`src/rtl/sar_pkg.sv`:
```
`timescale 1ns/1ps
package sar_pkg;

  typedef enum logic [1:0] {
    SEQ_IDLE = 2'd0,
    SEQ_CONV = 2'd1,
    SEQ_HOLD = 2'd2
  } seq_state_e;

  function automatic logic [31:0] top_bit_mask(input int unsigned width);
    return 32'd1 << (width - 1);
  endfunction

endpackage

```
`src/rtl/sar_rst_sync.sv`:
```
`timescale 1ns/1ps
module sar_rst_sync #(
  parameter int unsigned STAGES = 2
) (
  input  logic clk,
  input  logic arst_n,
  output logic srst_n
);

  logic [STAGES-1:0] chain_q;
  logic [STAGES-1:0] chain_d;

  always_comb begin
    chain_d = {chain_q[STAGES-2:0], 1'b1};
  end

  always_ff @(posedge clk or negedge arst_n) begin
    if (!arst_n) chain_q <= '0;
    else         chain_q <= chain_d;
  end

  assign srst_n = chain_q[STAGES-1];

endmodule

```
`src/rtl/sar_sequencer.sv`:
```
`timescale 1ns/1ps
module sar_sequencer
  import sar_pkg::*;
#(
  parameter int unsigned WIDTH = 8
) (
  input  logic             clk,
  input  logic             rst_n,
  input  logic             start,
  output logic [WIDTH-1:0] probe,
  output logic             arm,
  output logic             step,
  output logic             last,
  output logic             done
);

  localparam logic [WIDTH-1:0] MSB_MASK = {1'b1, {(WIDTH-1){1'b0}}};

  seq_state_e       state_q, state_d;
  logic [WIDTH-1:0] probe_q, probe_d;
  logic             done_q, done_d;
  logic             seq_en;

  always_comb begin
    state_d = state_q;
    probe_d = probe_q;
    done_d  = done_q;
    if (start) begin
      state_d = SEQ_IDLE;
      probe_d = '0;
      done_d  = 1'b0;
    end else begin
      unique case (state_q)
        SEQ_IDLE: begin
          state_d = SEQ_CONV;
          probe_d = MSB_MASK;
        end
        SEQ_CONV: begin
          if (probe_q[0]) begin
            state_d = SEQ_HOLD;
            probe_d = '0;
            done_d  = 1'b1;
          end else begin
            probe_d = probe_q >> 1;
          end
        end
        SEQ_HOLD: begin
          state_d = SEQ_HOLD;
        end
        default: begin
          state_d = SEQ_IDLE;
          probe_d = '0;
        end
      endcase
    end
  end

  assign seq_en = start || (state_q != SEQ_HOLD);

  always_ff @(posedge clk or negedge rst_n) begin
    if (!rst_n) begin
      state_q <= SEQ_IDLE;
      probe_q <= '0;
      done_q  <= 1'b0;
    end else if (seq_en) begin
      state_q <= state_d;
      probe_q <= probe_d;
      done_q  <= done_d;
    end
  end

  assign probe = probe_q;
  assign arm   = !start && (state_q == SEQ_IDLE);
  assign step  = !start && (state_q == SEQ_CONV);
  assign last  = step && probe_q[0];
  assign done  = done_q;

endmodule

```
`src/rtl/sar_code_reg.sv`:
```
`timescale 1ns/1ps
module sar_code_reg #(
  parameter int unsigned WIDTH = 8
) (
  input  logic             clk,
  input  logic             rst_n,
  input  logic             start,
  input  logic             arm,
  input  logic             step,
  input  logic             cmp_ge,
  input  logic [WIDTH-1:0] probe,
  output logic [WIDTH-1:0] code,
  output logic [WIDTH-1:0] settled
);

  localparam logic [WIDTH-1:0] MSB_MASK = {1'b1, {(WIDTH-1){1'b0}}};

  logic [WIDTH-1:0] code_q, code_d;
  logic             code_en;

  // bit under test is dropped when the trial level is above the input
  always_comb begin
    settled = cmp_ge ? code_q : (code_q & ~probe);
  end

  always_comb begin
    code_d = code_q;
    if (start)     code_d = '0;
    else if (arm)  code_d = MSB_MASK;
    else if (step) code_d = settled | (probe >> 1);
  end

  assign code_en = start || arm || step;

  always_ff @(posedge clk or negedge rst_n) begin
    if (!rst_n)       code_q <= '0;
    else if (code_en) code_q <= code_d;
  end

  assign code = code_q;

endmodule

```
`src/rtl/sar_result_latch.sv`:
```
`timescale 1ns/1ps
module sar_result_latch #(
  parameter int unsigned WIDTH = 8
) (
  input  logic             clk,
  input  logic             rst_n,
  input  logic             load,
  input  logic [WIDTH-1:0] din,
  output logic [WIDTH-1:0] dout
);

  logic [WIDTH-1:0] hold_q, hold_d;

  always_comb begin
    hold_d = load ? din : hold_q;
  end

  always_ff @(posedge clk or negedge rst_n) begin
    if (!rst_n)    hold_q <= '0;
    else if (load) hold_q <= hold_d;
  end

  assign dout = hold_q;

endmodule

```
`src/rtl/sar_conv_ctrl.sv`:
```
`timescale 1ns/1ps
module sar_conv_ctrl #(
  parameter int unsigned WIDTH = 8
) (
  input  logic             clk,
  input  logic             rst_n,
  input  logic             start,
  input  logic             cmp_ge,
  output logic [WIDTH-1:0] trial_code,
  output logic             done,
  output logic [WIDTH-1:0] result
);

  logic             rst_sync_n;
  logic [WIDTH-1:0] probe;
  logic             seq_arm;
  logic             seq_step;
  logic             seq_last;
  logic [WIDTH-1:0] settled_code;

  sar_rst_sync #(.STAGES(2)) u_rst (
    .clk    (clk),
    .arst_n (rst_n),
    .srst_n (rst_sync_n)
  );

  sar_sequencer #(.WIDTH(WIDTH)) u_seq (
    .clk   (clk),
    .rst_n (rst_sync_n),
    .start (start),
    .probe (probe),
    .arm   (seq_arm),
    .step  (seq_step),
    .last  (seq_last),
    .done  (done)
  );

  sar_code_reg #(.WIDTH(WIDTH)) u_code (
    .clk     (clk),
    .rst_n   (rst_sync_n),
    .start   (start),
    .arm     (seq_arm),
    .step    (seq_step),
    .cmp_ge  (cmp_ge),
    .probe   (probe),
    .code    (trial_code),
    .settled (settled_code)
  );

  sar_result_latch #(.WIDTH(WIDTH)) u_res (
    .clk   (clk),
    .rst_n (rst_sync_n),
    .load  (seq_last),
    .din   (settled_code),
    .dout  (result)
  );

endmodule

```
`config.mk`:
```
export PLATFORM = sky130hd
export DESIGN_NAME = sar_conv_ctrl
export DESIGN_NICKNAME = d
export VERILOG_FILES = /design/src/rtl/sar_pkg.sv /design/src/rtl/sar_rst_sync.sv /design/src/rtl/sar_sequencer.sv /design/src/rtl/sar_code_reg.sv /design/src/rtl/sar_result_latch.sv /design/src/rtl/sar_conv_ctrl.sv
export SDC_FILE = /design/constraint.sdc
export NUM_CORES = 1
export LEC_CHECK = 0
export BUFFER_PORTS_ARGS = -buffer_cell sky130_fd_sc_hd__buf_4
export CORE_MARGIN = 1
export CORE_UTILIZATION = 35
export CTS_BUF_LIST = sky130_fd_sc_hd__clkbuf_8
export CTS_CLUSTER_DIAMETER = 200
export DETAILED_ROUTE_END_ITERATION = 7
export PLACE_DENSITY_LB_ADDON = 0.08
export SLEW_MARGIN = 20
export SYNTH_ARGS = -nofsm -noshare
export SYNTH_HDL_FRONTEND = slang
export SYNTH_SLANG_ARGS = --single-unit
```
`constraint.sdc`:
```
create_clock -name clk -period 0.9 [get_ports clk]
set_input_delay 0.045 -clock clk [delete_from_list [all_inputs] [get_ports clk]]
set_output_delay 0.045 -clock clk [all_outputs]
set_load 0.01 [all_outputs]
```
### Word-level counts from Yosys, hierarchy flattened

Index checks and enable logic that the tools add are counted.

| storage, ports and cells | value |
|---|---|
| flip-flop bits (word level) | 29 |
| output and inout port bits | 17 |

| operators by class | value |
|---|---|
| multiplexer cells | 13 |
| reductions and logical operators | 15 |
| equality and inequality tests | 5 |
| bitwise gates (word level) | 3 |

Operator list:

| cell | count |
|---|---|
| $mux 8 | 5 |
| $pmux 8 s3 | 1 |
| $and 8x8->8 | 1 |
| $not 8->8 | 1 |
| $or 8x7->8 | 1 |
| $mux 7 | 1 |
| $pmux 2 s3 | 1 |
| $reduce_and 2->1 | 3 |
| $mux 2 | 2 |
| $ne 2x2->1 const B | 2 |
| $reduce_bool 2->1 | 2 |
| $logic_and 1x1->1 | 3 |
| $logic_or 1x1->1 | 3 |
| $mux 1 | 3 |
| $ne 3x2->1 const B | 1 |
| $reduce_and 3->1 | 1 |
| $reduce_bool 3->1 | 1 |
| $eq 2x1->1 const B | 1 |
| $eq 2x2->1 const B | 1 |
| $logic_not 2->1 | 1 |
| $logic_not 1->1 | 1 |

### Longest topological paths before layout

| depth | value |
|---|---|
| word-level depth | 7 |
| mapped depth | 7 |
| gate-level depth less buffers | 5 |

### Hierarchy

From an unflattened synthesis, not the netlist that was laid out.

| second synthesis, totals | value |
|---|---|
| cell total of the unflattened synthesis | 112 |
| area total of the unflattened synthesis | 1402.6 µm² |

Modules (own cells, without submodules):

| module | sequential area each (µm²) | instances | cells each | area each (µm²) |
|---|---|---|---|---|
| sar_sequencer | 275.3 | 1 | 56 | 563.0 |
| sar_code_reg | 200.2 | 1 | 36 | 454.2 |
| sar_result_latch | 200.2 | 1 | 17 | 331.6 |
| sar_rst_sync | 50.0 | 1 | 3 | 53.8 |

### Worst setup path before layout

OpenSTA, ideal clock, no wires.

| timing path | value |
|---|---|
| path kind | register to register |
| start point | reg u_seq.state_q[1] |
| end point | reg u_seq.state_q[1] |
| path slack | -640 ps |
| data required time | 826 ps |
| arrival time | 1466 ps |
| cell stages (with the launch flop) | 7 |
| period minus slack after synthesis | 1540 ps |
| cells stage by stage | dfrtp_1 -> buf_2 -> inv_2 -> ha_1 -> nor2b_2 -> or4b_4 -> o21ai_2 |

| between the ends | value |
|---|---|
| word-level cells in the longest chain between the ends | 3 |

RTL lines:

| what | RTL line | source |
|---|---|---|
| start: declaration | sar_sequencer.sv:19 | `seq_state_e state_q, state_d;` |
| start signal: assignment | sar_sequencer.sv:66 | `state_q <= state_d;` |
| $eq 2x2->1 (tied with other cells) | sar_sequencer.sv:33 | `unique case (state_q)` |
| $pmux 2 s3 (tied with other cells) | sar_sequencer.sv:33 |  |
| $mux 2 / $reduce_and 2->1 (equally long branches) | - |  |

Parallel ways exist; a longest one is shown, timed or not.
A chain may end at the register's enable or synchronous reset.

### Worst setup path in the final report

| timing path | value |
|---|---|
| start point | reg u_seq.state_q[0] |
| end point | reg u_seq.state_q[1] |

Same word-level chain as after synthesis.

==> summary.txt <==
status: finished, violations left
failing checks: negative setup slack
Max IR drop VDD: 1.123 mV
Final ANT Viol Nets: 0
P per Cell Area: 2192 nW/um^2
Yosys warning count: 0
Arrival @ worst endpoint: 1.64 ns
H-Tree Depth: 2
share of cells above drive strength 1: 37.57%
Primary FF master, synth: dfrtp_1
DRT Wirelength: 3034 microns
syn_area_per_cell: 10.62 sq um
distinct cell type count after synthesis: 31
gpl congestion: 0.7469
critical path type: reg2reg
Initial Utilization: 37.95%
port bufs: 20
part of the Yosys area used for sequential elements: 55.56%
switching part of the total: 29.02%
DR top layer: met4
DIE WIDTH: 63.09 microns
All-Layer GR Usage: 17.59%
post-DP HPWL: 2165 microns
Flop pwr share: 35.9%
worst-skew pair later-pin latency: 0.28 ns
Psw: 0.001197 W
placed insts: 205
synthesized net count: 131
Max FO, Critical Path: 3
Synth Instances: 123
WP data required: 1.11 ns
Via density: 4.799
first-pass iteration count of the detailed router: 3
# nets final: 180
grt total ovfl: 0
routed wl met3: 109 microns
first-pass GRT wire length: 5250 microns
RR Startpoint: u_seq.state_q[0]$_DFFE_PN0P_
fmax: 0.7025 GHz
Startpoint Class: flop
met2 wire len: 1471 microns
ant diodes: 0
Hold Slack: 0.07999 ns
largest net degree at the start of global routing: 19
setup violators final: 27
DRT met1 WL: 1396 microns
Clock Sinks: 29
combinational share of power: 31.1%
Clk pwr share: 33.1%
Reg2Reg Setup Slack: -0.52 ns
R2R cell count: 5
fin crit share: 158.2%
wire length per cell: 13.85 microns
async set-reset flop share out of synthesis: 100.0%
number of flops mapped to enable cells by yosys: 0
CTS tree: yes
Num CTS Buffers: 5
die area: 3980 sq um
Synth Cell Area: 1306 sq um
area grow syn2layout: 44.06%
synthesis-stage register bit count: 29
Rows: 21
final non-filler cell total: 219
number of global-route vias before repair: 1124
min Tclk post-route: 1.424 ns
hold crit path type: in2async
initial antenna violation count: 0
core area: 3442 sq um
Leakage: 0.8608 nW
RSZ-0062 raised after global routing: yes
dpl ws: -0.5181 ns
max-slew violations: 0
Fin Clk Skew: 0.004296 ns
internal power: 0.002928 W
Die H: 63.09 microns
worst setup margin: -0.5236 ns
Setup crit end kind: flop
via count: 1051
MaxCap Viol Count: 0
I/O pin cnt: 21
Starting DRT DRC Count: 56
DRC viols: 0
CTS Root Buffer Type: clkbuf_8
deepest clock path buffer count: 2
Fin. Hold Viols: 0
R2R Path End: u_seq.state_q[1]$_DFFE_PN0P_
clock-pin slew on the worst setup and hold paths: 0.06 ns
## worst max path at each step
stage                     slack (ns)                         start                      endpoint  cells past startpoint
after floorplan                -0.50  u_seq.state_q[1]$_DFFE_PN0P_  u_seq.state_q[1]$_DFFE_PN0P_                      6
after global placement         -0.48  u_seq.state_q[0]$_DFFE_PN0P_  u_seq.state_q[1]$_DFFE_PN0P_                      5
after detailed placement       -0.52  u_seq.state_q[0]$_DFFE_PN0P_  u_seq.state_q[1]$_DFFE_PN0P_                      5
after CTS                      -0.51  u_seq.state_q[0]$_DFFE_PN0P_  u_seq.state_q[1]$_DFFE_PN0P_                      5
after global routing           -0.57  u_seq.state_q[0]$_DFFE_PN0P_  u_seq.state_q[1]$_DFFE_PN0P_                      5
final                          -0.52  u_seq.state_q[0]$_DFFE_PN0P_  u_seq.state_q[1]$_DFFE_PN0P_                      5
## cell usage after synthesis, drive strengths merged, types with 2 or more instances
cell    instances  share of area [%]
a21oi           2               0.77
a22o            6                4.1
a22oi           6                3.4
buf             3                1.1
dfrtp          29                 56
ha              4                3.8
inv             5                1.4
mux2i           2                1.5
nand2          18                5.2
nand2b          5                2.4
nand3b          6                3.4
nor2            3               0.86
nor2b           3                1.6
o21a            2                1.2
o21ai          18                7.2
## per-stage QoR
| step | utilization (%) | power (W) | instance area [sq um] | TNS, ns |
|---|---|---|---|---|
| floorplan | - | 0.002173 | 1341 | -10.51 |
| global placement | 48.46 | 0.002633 | 1668 | -9.897 |
| detailed placement | 48.46 | 0.002673 | 1668 | -10.41 |
| CTS | 54.09 | 0.004191 | 1862 | -11.13 |
| global route | 54.67 | 0.004373 | 1882 | -12.47 |
| finish | 54.67 | 0.004126 | 1882 | -10.62 |
## per-layer routing
layer | global-route usage (%) | vias to the layer above
li1 | - | 528
met1 | 21.18 | 497
met5 | 0 | -
met4 | 8.721 | 0
met2 | 28.49 | 20
met3 | 5.072 | 6
## what timing repair did
item                                   in CTS  in global routing
hold buffers                                1                  0
setup endpoints to repair                  31                 31
gates resized for setup                     7                  8
endpoints found under the hold margin       2                  0
pin swaps                                   2                  3
setup buffers                               5                  1
## registers in the layout, indices dropped and copies added (netlist names)
register,count
u_res.dout,8
u_seq.probe,8
u_seq.done,1
u_rst.chain_q,2
u_code.code,8
u_seq.state_q,2
## final cells by class
cell class                      count  area [sq um]
Multi-Input combinational cell     85         591.8
Clock inverter                      2         33.78
Sequential cell                    29         725.7
Tap cell                           46         57.56
Fill cell                         321          1560
Clock buffer                        6         82.58
Inverter                            5         23.77
Timing Repair Buffer               46         366.6
## placed cells by master (no fill, tap or decap), types with 3 or more instances in the layout
| cell type | instances |
|---|---|
| a22o_1 | 5 |
| a22oi_1 | 6 |
| buf_4 | 40 |
| buf_6 | 5 |
| clkbuf_8 | 6 |
| dfrtp_1 | 29 |
| inv_1 | 5 |
| nand2_1 | 18 |
| nand2b_1 | 5 |
| nand3b_1 | 6 |
| nor2_1 | 3 |
| o21ai_0 | 15 |
## power by group through the flow
| stage | Clock, W | Combinational, W | Sequential [W] |
|---|---|---|---|
| floorplan | 0 | 0.000658 | 0.00152 |
| global placement | 0 | 0.00114 | 0.00149 |
| detailed placement | 0 | 0.00117 | 0.00150 |
| CTS | 0.00142 | 0.00130 | 0.00148 |
| global route | 0.00146 | 0.00142 | 0.00149 |
| finish | 0.00136 | 0.00128 | 0.00148 |
## logic make-up after synthesis
logic type      count (synthesis)  share of synthesized area (%)
compound gates                 39                          19.64
fa+ha+maj                       4                          3.832
buf+inv                         9                          2.872
flops                          29                          55.56
mux                             2                          1.533
other cells                     1                         0.2871
simple gates                   39                          16.28
## worst max-delay path, stage by stage (launching register included)
cell and delay, ns:
dfrtp_1 0.40, buf_6 0.13, ha_4 0.16, nor2b_4 0.12
or4b_4 0.48, o21ai_2 0.07
No activity file was read; power rests on OpenSTA's default activity.
